===== config.mk =====
export PLATFORM = sky130hd
export DESIGN_NAME = fifo_port_ctrl
export DESIGN_NICKNAME = d
export VERILOG_FILES = /design/src/rtl/fpc_pkg.sv /design/src/rtl/fpc_sync.sv /design/src/rtl/fpc_holdoff.sv /design/src/rtl/fpc_pulse.sv /design/src/rtl/fifo_port_ctrl.sv
export SDC_FILE = /design/constraint.sdc
export NUM_CORES = 1
export LEC_CHECK = 0
export ABC_AREA = 1
export BUFFER_PORTS_ARGS = -buffer_cell sky130_fd_sc_hd__buf_2
export CAP_MARGIN = 30
export CORE_ASPECT_RATIO = 1.25
export CORE_MARGIN = 2
export CORE_UTILIZATION = 50
export CTS_BUF_LIST = sky130_fd_sc_hd__clkbuf_8
export DETAILED_ROUTE_END_ITERATION = 6
export GPL_ROUTABILITY_DRIVEN = 0
export PLACE_DENSITY_LB_ADDON = 0.25
export SETUP_SLACK_MARGIN = 0.15
export SYNTH_ARGS = -nofsm -noshare
export SYNTH_HDL_FRONTEND = slang
export SYNTH_HIERARCHICAL = 1
export SYNTH_SLANG_ARGS = --single-unit

===== constraint.sdc =====
create_clock -name clk -period 1.9 [get_ports clk]
set_input_delay 0.19 -clock clk [delete_from_list [all_inputs] [get_ports clk]]
set_output_delay 0.19 -clock clk [all_outputs]
set_load 0.02 [all_outputs]

===== src/rtl/fpc_pkg.sv =====
package fpc_pkg;

  typedef enum logic [1:0] {
    ST_IDLE = 2'd0,
    ST_RD   = 2'd1,
    ST_WSET = 2'd2,
    ST_WLOW = 2'd3
  } fpc_state_e;

  // Length of the read strobe: long enough for both the width and the capture point.
  function automatic int unsigned fpc_rd_len(input int unsigned strobe_w,
                                             input int unsigned capture_w);
    return (strobe_w > capture_w) ? strobe_w : capture_w;
  endfunction

  function automatic int unsigned fpc_max3(input int unsigned a, input int unsigned b,
                                           input int unsigned c);
    int unsigned m;
    m = (a > b) ? a : b;
    return (m > c) ? m : c;
  endfunction

  // Round-robin pick: returns {write, read}; last_rd tells which side went last.
  function automatic logic [1:0] fpc_pick(input logic rd_ok, input logic wr_ok,
                                          input logic last_rd);
    logic rd;
    logic wr;
    rd = rd_ok && (!wr_ok || !last_rd);
    wr = wr_ok && !rd;
    return {wr, rd};
  endfunction

endpackage


===== src/rtl/fpc_sync.sv =====
module fpc_sync #(
  parameter int W      = 2,
  parameter int STAGES = 2,
  parameter bit RST_VAL = 1'b1
) (
  input  logic         clk,
  input  logic         rst_n,
  input  logic [W-1:0] d,
  output logic [W-1:0] q
);
  logic [W-1:0] stg [STAGES];

  for (genvar s = 0; s < STAGES; s++) begin : g_stage
    if (s == 0) begin : g_first
      always_ff @(posedge clk) begin
        if (!rst_n) stg[0] <= {W{RST_VAL}};
        else        stg[0] <= d;
      end
    end else begin : g_next
      always_ff @(posedge clk) begin
        if (!rst_n) stg[s] <= {W{RST_VAL}};
        else        stg[s] <= stg[s-1];
      end
    end
  end

  assign q = stg[STAGES-1];
endmodule


===== src/rtl/fpc_holdoff.sv =====
module fpc_holdoff #(
  parameter int HOLD_W = 4
) (
  input  logic clk,
  input  logic rst_n,
  input  logic load,
  output logic quiet
);
  localparam int HW = $clog2(HOLD_W + 2);
  logic [HW-1:0] cnt;

  always_ff @(posedge clk) begin
    if (!rst_n)          cnt <= '0;
    else if (load)       cnt <= HW'(HOLD_W);
    else if (cnt != '0)  cnt <= cnt - 1'b1;
  end

  assign quiet = (cnt == '0);
endmodule


===== src/rtl/fpc_pulse.sv =====
module fpc_pulse #(
  parameter int PULSE_W = 3
) (
  input  logic clk,
  input  logic rst_n,
  input  logic req,
  output logic pulse_n
);
  localparam int PW = $clog2(PULSE_W + 1);
  logic [PW-1:0] cnt;
  logic          busy;

  assign busy = (cnt != '0);

  always_ff @(posedge clk) begin
    if (!rst_n)          cnt <= '0;
    else if (busy)       cnt <= cnt - 1'b1;
    else if (req)        cnt <= PW'(PULSE_W);
  end

  assign pulse_n = !busy;
endmodule


===== src/rtl/fifo_port_ctrl.sv =====
module fifo_port_ctrl
  import fpc_pkg::*;
#(
  parameter int DW        = 8,
  parameter int STROBE_W  = 3,
  parameter int SETUP_W   = 3,
  parameter int CAPTURE_W = 3,
  parameter int HOLD_W    = 4,
  parameter int PULSE_W   = 3
) (
  input  logic          clk,
  input  logic          rst_n,
  output logic [DW-1:0] rx_data,
  output logic          rx_valid,
  input  logic          rx_ready,
  input  logic [DW-1:0] tx_data,
  input  logic          tx_valid,
  output logic          tx_ready,
  input  logic          flush_req,
  input  logic          ext_avail_n,
  input  logic          ext_space_n,
  output logic          ext_rd_n,
  output logic          ext_wr_n,
  output logic          ext_flush_n,
  input  logic [DW-1:0] bus_in,
  output logic [DW-1:0] bus_out,
  output logic          bus_oe
);
  localparam int unsigned RD_LEN  = fpc_rd_len(STROBE_W, CAPTURE_W);
  localparam int unsigned CNT_TOP = fpc_max3(RD_LEN, SETUP_W, STROBE_W);
  localparam int          CW      = $clog2(CNT_TOP + 1);

  fpc_state_e    state;
  logic [CW-1:0] cnt;
  logic [DW-1:0] wbyte;
  logic [DW-1:0] rx_q;
  logic          rx_full;
  logic          last_rd;

  // Named internal events, used by the bound checker.
  logic [1:0] flags_n;
  logic       flag_avail;
  logic       flag_space;
  logic       quiet;
  logic       rd_ok, wr_ok;
  logic [1:0] pick;
  logic       rd_start, wr_start;
  logic       capture_evt;
  logic       strobe_release;

  fpc_sync #(.W(2), .STAGES(2), .RST_VAL(1'b1)) u_sync (
    .clk (clk),
    .rst_n (rst_n),
    .d   ({ext_space_n, ext_avail_n}),
    .q   (flags_n)
  );

  assign flag_avail = !flags_n[0];
  assign flag_space = !flags_n[1];

  fpc_holdoff #(.HOLD_W(HOLD_W)) u_hold (
    .clk   (clk),
    .rst_n (rst_n),
    .load  (strobe_release),
    .quiet (quiet)
  );

  fpc_pulse #(.PULSE_W(PULSE_W)) u_flush (
    .clk     (clk),
    .rst_n   (rst_n),
    .req     (flush_req),
    .pulse_n (ext_flush_n)
  );

  assign rd_ok    = flag_avail && !rx_full && quiet;
  assign wr_ok    = tx_valid && flag_space && quiet;
  assign pick     = fpc_pick(rd_ok, wr_ok, last_rd);
  assign rd_start = (state == ST_IDLE) && pick[0];
  assign wr_start = (state == ST_IDLE) && pick[1];

  assign capture_evt    = (state == ST_RD) && (cnt == CW'(CAPTURE_W - 1));
  assign strobe_release = ((state == ST_RD)   && (cnt == CW'(RD_LEN - 1))) ||
                          ((state == ST_WLOW) && (cnt == CW'(STROBE_W - 1)));

  always_ff @(posedge clk) begin
    if (!rst_n) begin
      state   <= ST_IDLE;
      cnt     <= '0;
      wbyte   <= '0;
      last_rd <= 1'b0;
    end else begin
      case (state)
        ST_IDLE: begin
          cnt <= '0;
          if (rd_start) begin
            state   <= ST_RD;
            last_rd <= 1'b1;
          end else if (wr_start) begin
            state   <= ST_WSET;
            wbyte   <= tx_data;
            last_rd <= 1'b0;
          end
        end
        ST_RD: begin
          if (strobe_release) state <= ST_IDLE;
          else                cnt   <= cnt + 1'b1;
        end
        ST_WSET: begin
          if (cnt == CW'(SETUP_W - 1)) begin
            state <= ST_WLOW;
            cnt   <= '0;
          end else begin
            cnt <= cnt + 1'b1;
          end
        end
        ST_WLOW: begin
          if (strobe_release) state <= ST_IDLE;
          else                cnt   <= cnt + 1'b1;
        end
        default: state <= ST_IDLE;
      endcase
    end
  end

  always_ff @(posedge clk) begin
    if (!rst_n) begin
      rx_full <= 1'b0;
      rx_q    <= '0;
    end else if (capture_evt) begin
      rx_full <= 1'b1;
      rx_q    <= bus_in;
    end else if (rx_full && rx_ready) begin
      rx_full <= 1'b0;
    end
  end

  assign rx_data  = rx_q;
  assign rx_valid = rx_full;
  assign tx_ready = wr_start;
  assign ext_rd_n = (state != ST_RD);
  assign ext_wr_n = (state != ST_WLOW);
  assign bus_oe   = (state == ST_WSET) || (state == ST_WLOW);
  assign bus_out  = wbyte;

endmodule


==> summary.txt, run 1 <==
Status
  • Status: complete, no violations

Synth
  • Xor and xnor area share after synthesis: 0%
  • Area of the mapped netlist: 1428 um2
  • Mux share of post-synthesis cell area: 0%
  • FF+latch count, synth: 31
  • Post-Synthesis Cells: 195
  • Synth area leader: dfxtp_1
  • Synth Area in Compound Gates: 14.20%
  • Yosys warns: 6
  • Synthesized netlist net count: 226
  • Register area share after synthesis: 43.47%
  • Simple-gate share of the synthesized area: 21.38%
  • Avg Cell Area, Syn: 7.321 um2
  • Post-synth cell types: 19
  • Yosys top cell area share: 43.47%
  • Largest family of logic cells by synthesized area: simple AND/OR/NAND/NOR gates
  • Adder-cell share of the synthesized area: 7.011%
  • Ranking of synthesized cells by area: dfxtp_1 43%, inv_1 11%, a21oi_1 8.8%

Global route
  • First-pass GRT wire length: 4961 um
  • Vias in the first global route: 1,176
  • Pin count of the biggest net entering global routing: 29
  • Congestion Overflow GR: 0
  • Initial antenna violation count: 0
  • Tot GR Track Use: 19.92%

Place
  • Post-detail-place hpwl: 1992 um
  • Placed insts: 270
  • Port Buf Inserts: 44

Power and ir drop
  • P_leak: 0.0009562 uW
  • Pwr Density: 990.1 nW/um2
  • VDD IR max: 0.0008424 V

Clocking
  • CTS Hold Bufs: 0
  • CTS Buf Count: 5
  • Clock sinks: 31
  • Root Buffer: clkbuf_8
  • Clk Latency, worst-skew pair: 280 ps
  • Max clock buf depth: 2
  • Register clock-pin slew on the reported worst setup and hold paths: 60 ps
  • CTS H-Tree Depth: 2
  • CTS tree: yes

Layout
  • Nets: 284
  • Share of cells above drive strength 1: 32.28%
  • Post-route core utilization: 71.20%
  • Syn-to-layout area delta: 34.97%
  • Diode count: 0
  • Final Non-Filler Cells: 288

STA
  • Final TNS setup: 0 ps
  • Setup Skew: 7.150 ps
  • Fmax: 564.2 MHz
  • Worst-margin pin slew: 437.3 ps
  • Max Slew Vio Count: 0
  • Final setup violation count: 0
  • Minimum clock period: 1773 ps
  • Slew margin rel.: 70.85%
  • RSZ-0062 raised after global routing: true
  • Final hold violation count: 0
  • Crit share post-route: 93.29%

Critical path
  • WP data required: 1710 ps
  • Crit-path max FO: 3
  • CP startpoint kind: flop
  • Critical path capture point type: output pin
  • Slowest stage cell, crit path: dfxtp_2
  • Slowest cell delay on critical path: 330 ps
  • Crit path kind: flop to output pin
  • Most frequent CP cell: ha_4
  • Critical path, cell by cell: inv_2 -> ha_4 -> ha_4 -> buf_6 -> nand2_1 -> nor2_4 -> a21oi_2 -> buf_4
  • CP Data Arrival Time: 1580 ps
  • FF-to-FF path depth: 11

Routing
  • Vias per Instance: 4.774
  • Routed wire per std cell: 10.65 um
  • Post-route ant nets: 0
  • Detailed Routing Iterations Pass 1: 4
  • Final WL: 3067 um
  • DR iter-0 viols: 11
  • Drc violations: 0
  • Vias: 1,375

Die
  • Die Ht: 63.74 um
  • IO Count: 45
  • Num rows: 21
  • Core area: 2706 um2
  • Initial core utilization: 52.75%
  • Chip Width: 51.80 um
  • Die area: 3301 um2

Min path
  • Hold Path Stages: 3
  • Min-delay worst type: input port to flop

Flow run
  • Number of max-cap violations: 0
-- flip-flops by register name (all words and copies together) (netlist names) --
name and count:
last_rd 1, rx_data 8, u_hold/cnt 3, u_sync/stg 4, u_flush/cnt 2, state 2, bus_out 8, rx_valid 1
cnt 2
-- cell type report --
class | count | area (um2)
Fill cell | 226 | 779.5
Multi-Input combinational cell | 116 | 664.4
Sequential cell | 31 | 623.1
Timing Repair Buffer | 57 | 335.3
Inverter | 42 | 157.7
Clock buffer | 7 | 96.34
Tap cell | 34 | 42.54
Clock inverter | 1 | 7.507
-- through the flow --
stage / power (uW) / worst slack [ps] / cell area, um2 / hold WS [ps]
detailed placement: 1128 / 277.9 / 1672 / 362.4
global placement: 1123 / 315.3 / 1672 / 360.6
global route: 2010 / 71.56 / 1927 / 84.16
finish: 1908 / 127.4 / 1927 / 80.36
CTS: 1777 / 151.0 / 1856 / 73.41
floorplan: 1022 / 323.4 / 1428 / 258.7
-- path summary, 6_finish.rpt --
check / from / endpoint / slack (ps)
setup / recovery: u_hold/cnt[0] / tx_ready / 130
hold / removal: ext_avail_n / u_sync/stg[0][0] / 80
setup reg to reg: u_hold/cnt[0] / last_rd / 220
hold reg to reg: u_sync/stg[0][1] / u_sync/stg[1][1] / 400
-- per-layer routing --
layer	vias up	part of all wire, %	global-route usage [%]
met1	615	38	22.14
met3	6	7.3	7.243
met4	0	1.2	5.921
met5	-	0	0
li1	715	-	-
met2	39	53	34.78
-- logic make-up (layout without fill, tap and decap cells) --
kind of cell,Yosys count,after routing
AO/OA/AOI/OAI,40,40
AND/OR/NAND/NOR,68,68
buffers and inverters,48,107
flip-flops,31,31
adder cells (fa/ha/maj),8,8
-- synthesized netlist by cell type --
cell       n
inv_1     41
nand2_1   33
dfxtp_1   31
a21oi_1   25
nor2_1    15
nand3_1   14
o21ai_0   13
ha_1       8
clkbuf_1   3
buf_6      2
nor2_2     2
a21boi_1   1
buf_4      1
inv_2      1
nand3_2    1
nand4_1    1
nor2_8     1
o21ai_1    1
or2_2      1
-- layout by cell type (no fill, tap or decap), types with 2 or more instances in the layout --
master    netlist  layout
buf_2           0      43
inv_1          41      39
nand2_1        33      32
dfxtp_1        31      29
a21oi_1        25      22
nor2_1         15      15
o21ai_0        13      13
nand3_1        14      13
buf_4           1      10
clkbuf_8        0       7
ha_1            8       6
buf_6           2       4
a21oi_2         0       3
inv_2           1       3
ha_4            0       2
dfxtp_2         0       2
-- critical path, delay by kind of cell (launching register included) --
| family | cells | cell delay [ps] |
|---|---|---|
| DFF | 1 | 330 |
| adders and majority gates | 2 | 330 |
| buffers and inverters | 3 | 320 |
| and+or+nand+nor | 2 | 190 |
| AOI/OAI and AO/OA | 1 | 140 |
-- what timing repair did --
| item | in CTS | in global routing |
|---|---|---|
| setup buffers | 6 | 4 |
| gates resized for setup | 7 | 13 |
| pin swaps | 4 | 5 |
| setup endpoints to repair | 1 | 10 |
| endpoints found under the hold margin | 0 | 0 |
-- power breakdown --
| group | internal [uW] | leakage, uW | total, uW | switching [uW] |
|---|---|---|---|---|
| registers | 705 | 0.000253 | 735 | 30.9 |
| logic | 304 | 0.000653 | 611 | 306 |
| clock network | 329 | 0.0000505 | 562 | 233 |
| total | 1340 | 0.000956 | 1910 | 570 |
Power figures use the tool's default switching activity.
==> run 2: changes to the inputs <==
--- a/config.mk
+++ b/config.mk
@@ -18,5 +18,4 @@
 export SETUP_SLACK_MARGIN = 0.15
 export SYNTH_ARGS = -nofsm -noshare
 export SYNTH_HDL_FRONTEND = slang
-export SYNTH_HIERARCHICAL = 1
 export SYNTH_SLANG_ARGS = --single-unit
==> run 2 against run 1 <==
  * Global-route usage up 2.7 points
  * Synthesized cell count down 15%
  * Setup slack better by 59 ps
  * Non-clock buffer count down 1
  * Wire length up 3.0%
  * Highest routed layer unchanged
  * Largest power group unchanged
  * Sequential power up 4.9%
  * Worst hold slack better by 4.8 ps
  * Critical path depth up 1
  * Die area down 8.2%
  * Fmax up 3.4%
==> summary.txt, run 2 <==
Status
  • Status: complete, no violations

Synth
  • Avg Cell Area, Syn: 7.846 um2
  • Synth Area in Compound Gates: 16.23%
  • Area of the mapped netlist: 1302 um2
  • Xor and xnor area share after synthesis: 0.6724%
  • Simple-gate share of the synthesized area: 17.39%
  • EDFF count, synth: 0
  • FF+latch count, synth: 31
  • Yosys top cell area share: 47.65%
  • Ranking of synthesized cells by area: dfxtp_1 48%, inv_1 7.8%, ha_1 6.7%
  • Synthesized netlist net count: 196
  • Largest family of logic cells by synthesized area: simple AND/OR/NAND/NOR gates
  • Post-synth top cells: 31 x dfxtp_1, 27 x inv_1, 23 x nor2_1
  • Post-Synthesis Cells: 166
  • Top_reg_cell synth: dfxtp_1
  • Register area share after synthesis: 47.65%
  • Synth area leader: dfxtp_1
  • Adder-cell share of the synthesized area: 6.724%
  • Synth async-reset ratio: 0%
  • Post-synth cell types: 23
  • Most frequent cell after synthesis: dfxtp_1
  • Yosys warns: 0
  • Mux share of post-synthesis cell area: 0%

STA
  • Final setup violation count: 0
  • RSZ-0062 raised after global routing: true
  • Final hold violation count: 0
  • Worst-margin pin slew: 392.8 ps
  • Final worst slack: 186.2 ps
  • Fmax: 583.5 MHz
  • Max Slew Vio Count: 0
  • Setup Skew: 5.259 ps
  • Slew margin rel.: 73.81%
  • Minimum clock period: 1714 ps
  • Crit share post-route: 90.20%
  • Final TNS setup: 0 ps

Layout
  • Final Non-Filler Cells: 256
  • Share of cells above drive strength 1: 38.12%
  • Diode count: 0
  • Commonest non-fill, non-tap cell in the layout: buf_2
  • Nets: 253
  • Syn-to-layout area delta: 34.68%
  • Commonest cells after routing, fill and taps aside: 43 x buf_2, 29 x dfxtp_1, 25 x inv_1, 22 x nor2_1

Flow run
  • Number of max-cap violations: 0

Routing
  • DR iter-0 viols: 19
  • Detailed Routing Iterations Pass 1: 4
  • Vias: 1,267
  • Drc violations: 0
  • Routed wire per std cell: 12.34 um
  • Final WL: 3159 um
  • Vias per Instance: 4.949
  • Post-route ant nets: 0

Critical path
  • Crit-path max FO: 5
  • CP startpoint kind: flop
  • CP Data Arrival Time: 1520 ps
  • R2r endpoint: state[0]
  • Critical path capture point type: output pin
  • Reg2reg start: u_hold.cnt[0]
  • Slowest stage cell, crit path: dfxtp_2
  • Slowest cell delay on critical path: 330 ps
  • Crit path kind: flop to output pin
  • WP data required: 1710 ps
  • Worst R2R Setup Slack: 230 ps
  • Critical path, cell by cell: inv_2 -> ha_4 -> ha_4 -> nand2_2 -> nor2_4 -> nand2_1 -> nand2_2 -> inv_4 -> buf_4
  • FF-to-FF path depth: 12

Power and ir drop
  • Switching Share: 32.36%
  • Pwr Density: 1131 nW/um2
  • VDD IR max: 0.0006603 V
  • Combinational power share: 35.0%
  • Switching power: 641.9 uW
  • Int Power: 1342 uW
  • Clock Power Share: 26.1%
  • P_leak: 0.0008575 uW
  • Seq pwr share: 38.9%

Min path
  • Hold Path Stages: 2
  • WHS Endpoint: u_sync.stg[0][1]
  • Hold Startpoint: ext_space_n
  • Min-delay worst type: input port to flop

Die
  • IO Count: 45
  • Core area: 2452 um2
  • Die Ht: 61.07 um
  • Chip Width: 49.65 um
  • Num rows: 20
  • Die area: 3032 um2
  • Initial core utilization: 53.11%

Global route
  • Vias in the first global route: 1,182
  • Pin count of the biggest net entering global routing: 25
  • First-pass GRT wire length: 5009 um
  • Tot GR Track Use: 22.63%
  • Congestion Overflow GR: 0
  • Initial antenna violation count: 0

Place
  • Placed insts: 238
  • Port Buf Inserts: 44
  • DP Worst Slack: 162.7 ps
  • Post-detail-place hpwl: 1968 um

Clocking
  • Root Buffer: clkbuf_8
  • CTS Hold Bufs: 0
  • Clock sinks: 31
  • CTS H-Tree Depth: 2
  • Max clock buf depth: 2
  • CTS Buf Count: 5
  • Register clock-pin slew on the reported worst setup and hold paths: 60 ps
  • CTS tree: yes
  • Clk Latency, worst-skew pair: 290 ps
run 2: stage by stage:
step                hold slack (ps)  total power, uW  cell area [um2]  utilization [%]
floorplan                     296.6             1121             1303                -
global placement              376.0             1158             1533            62.50
detailed placement            382.5             1207             1533            62.50
CTS                           89.86             1888             1727            70.41
global route                  89.09             2080             1754            71.53
finish                        85.16             1984             1754            71.53
run 2: cell families (layout without fill, tap and decap cells):
family,after synthesis,count (layout)
and+or+nand+nor,51,51
AOI/OAI and AO/OA,41,41
buffers and inverters,35,92
DFF,31,31
adders and majority gates,7,7
xor gates and xnor gates,1,1
run 2: worst max-delay path by stage:
| stage | cells past startpoint | to | from | slack [ps] |
|---|---|---|---|---|
| finish | 9 | tx_ready | u_hold.cnt[0] | 190 |
| global route | 9 | tx_ready | u_hold.cnt[0] | 110 |
| CTS | 9 | tx_ready | u_hold.cnt[1] | 170 |
| detailed placement | 8 | tx_ready | u_hold.cnt[0] | 160 |
| global placement | 8 | tx_ready | u_hold.cnt[0] | 300 |
| floorplan | 11 | state[0] | u_hold.cnt[0] | 420 |
run 2: critical path: cells and delay by family (launching register included):
kind / cells / cell delay, ps
simple gates: 4 / 350
flops: 1 / 330
fa+ha+maj: 2 / 320
buf+inv: 3 / 260
run 2: layout make-up:
| type | instances | area [um2] |
|---|---|---|
| fillers | 216 | 698.2 |
| multi-input cells | 100 | 578.1 |
| clock buffers | 6 | 82.58 |
| repair buffers | 56 | 312.8 |
| well taps | 33 | 41.29 |
| flip-flops and latches | 31 | 623.1 |
| clock inverters | 1 | 5.005 |
| inverters | 29 | 111.4 |
run 2: per-layer routing:
metal  vias to the layer above  routed length [um]  track usage, %  share of wire, %
li1                        630                   -               -                 -
met1                       581                1222           21.66                39
met2                        46                1651           43.62                52
met3                        10                 195           5.583               6.2
met4                         0                  89           14.68               2.8
met5                         -                   0               0                 0
run 2: what timing repair did:
action,4_1_cts,5_1_grt
setup endpoints to repair,1,3
gates resized for setup,9,6
pin swaps,4,4
setup buffers,9,2
run 2: power groups by stage:
stage	registers (uW)	clock network, uW	logic [uW]
3_3_place_gp	765	0	393
5_1_grt	776	551	753
3_5_place_dp	771	0	436
2_1_floorplan	776	0	345
4_1_cts	761	518	609
6_report	771	518	695
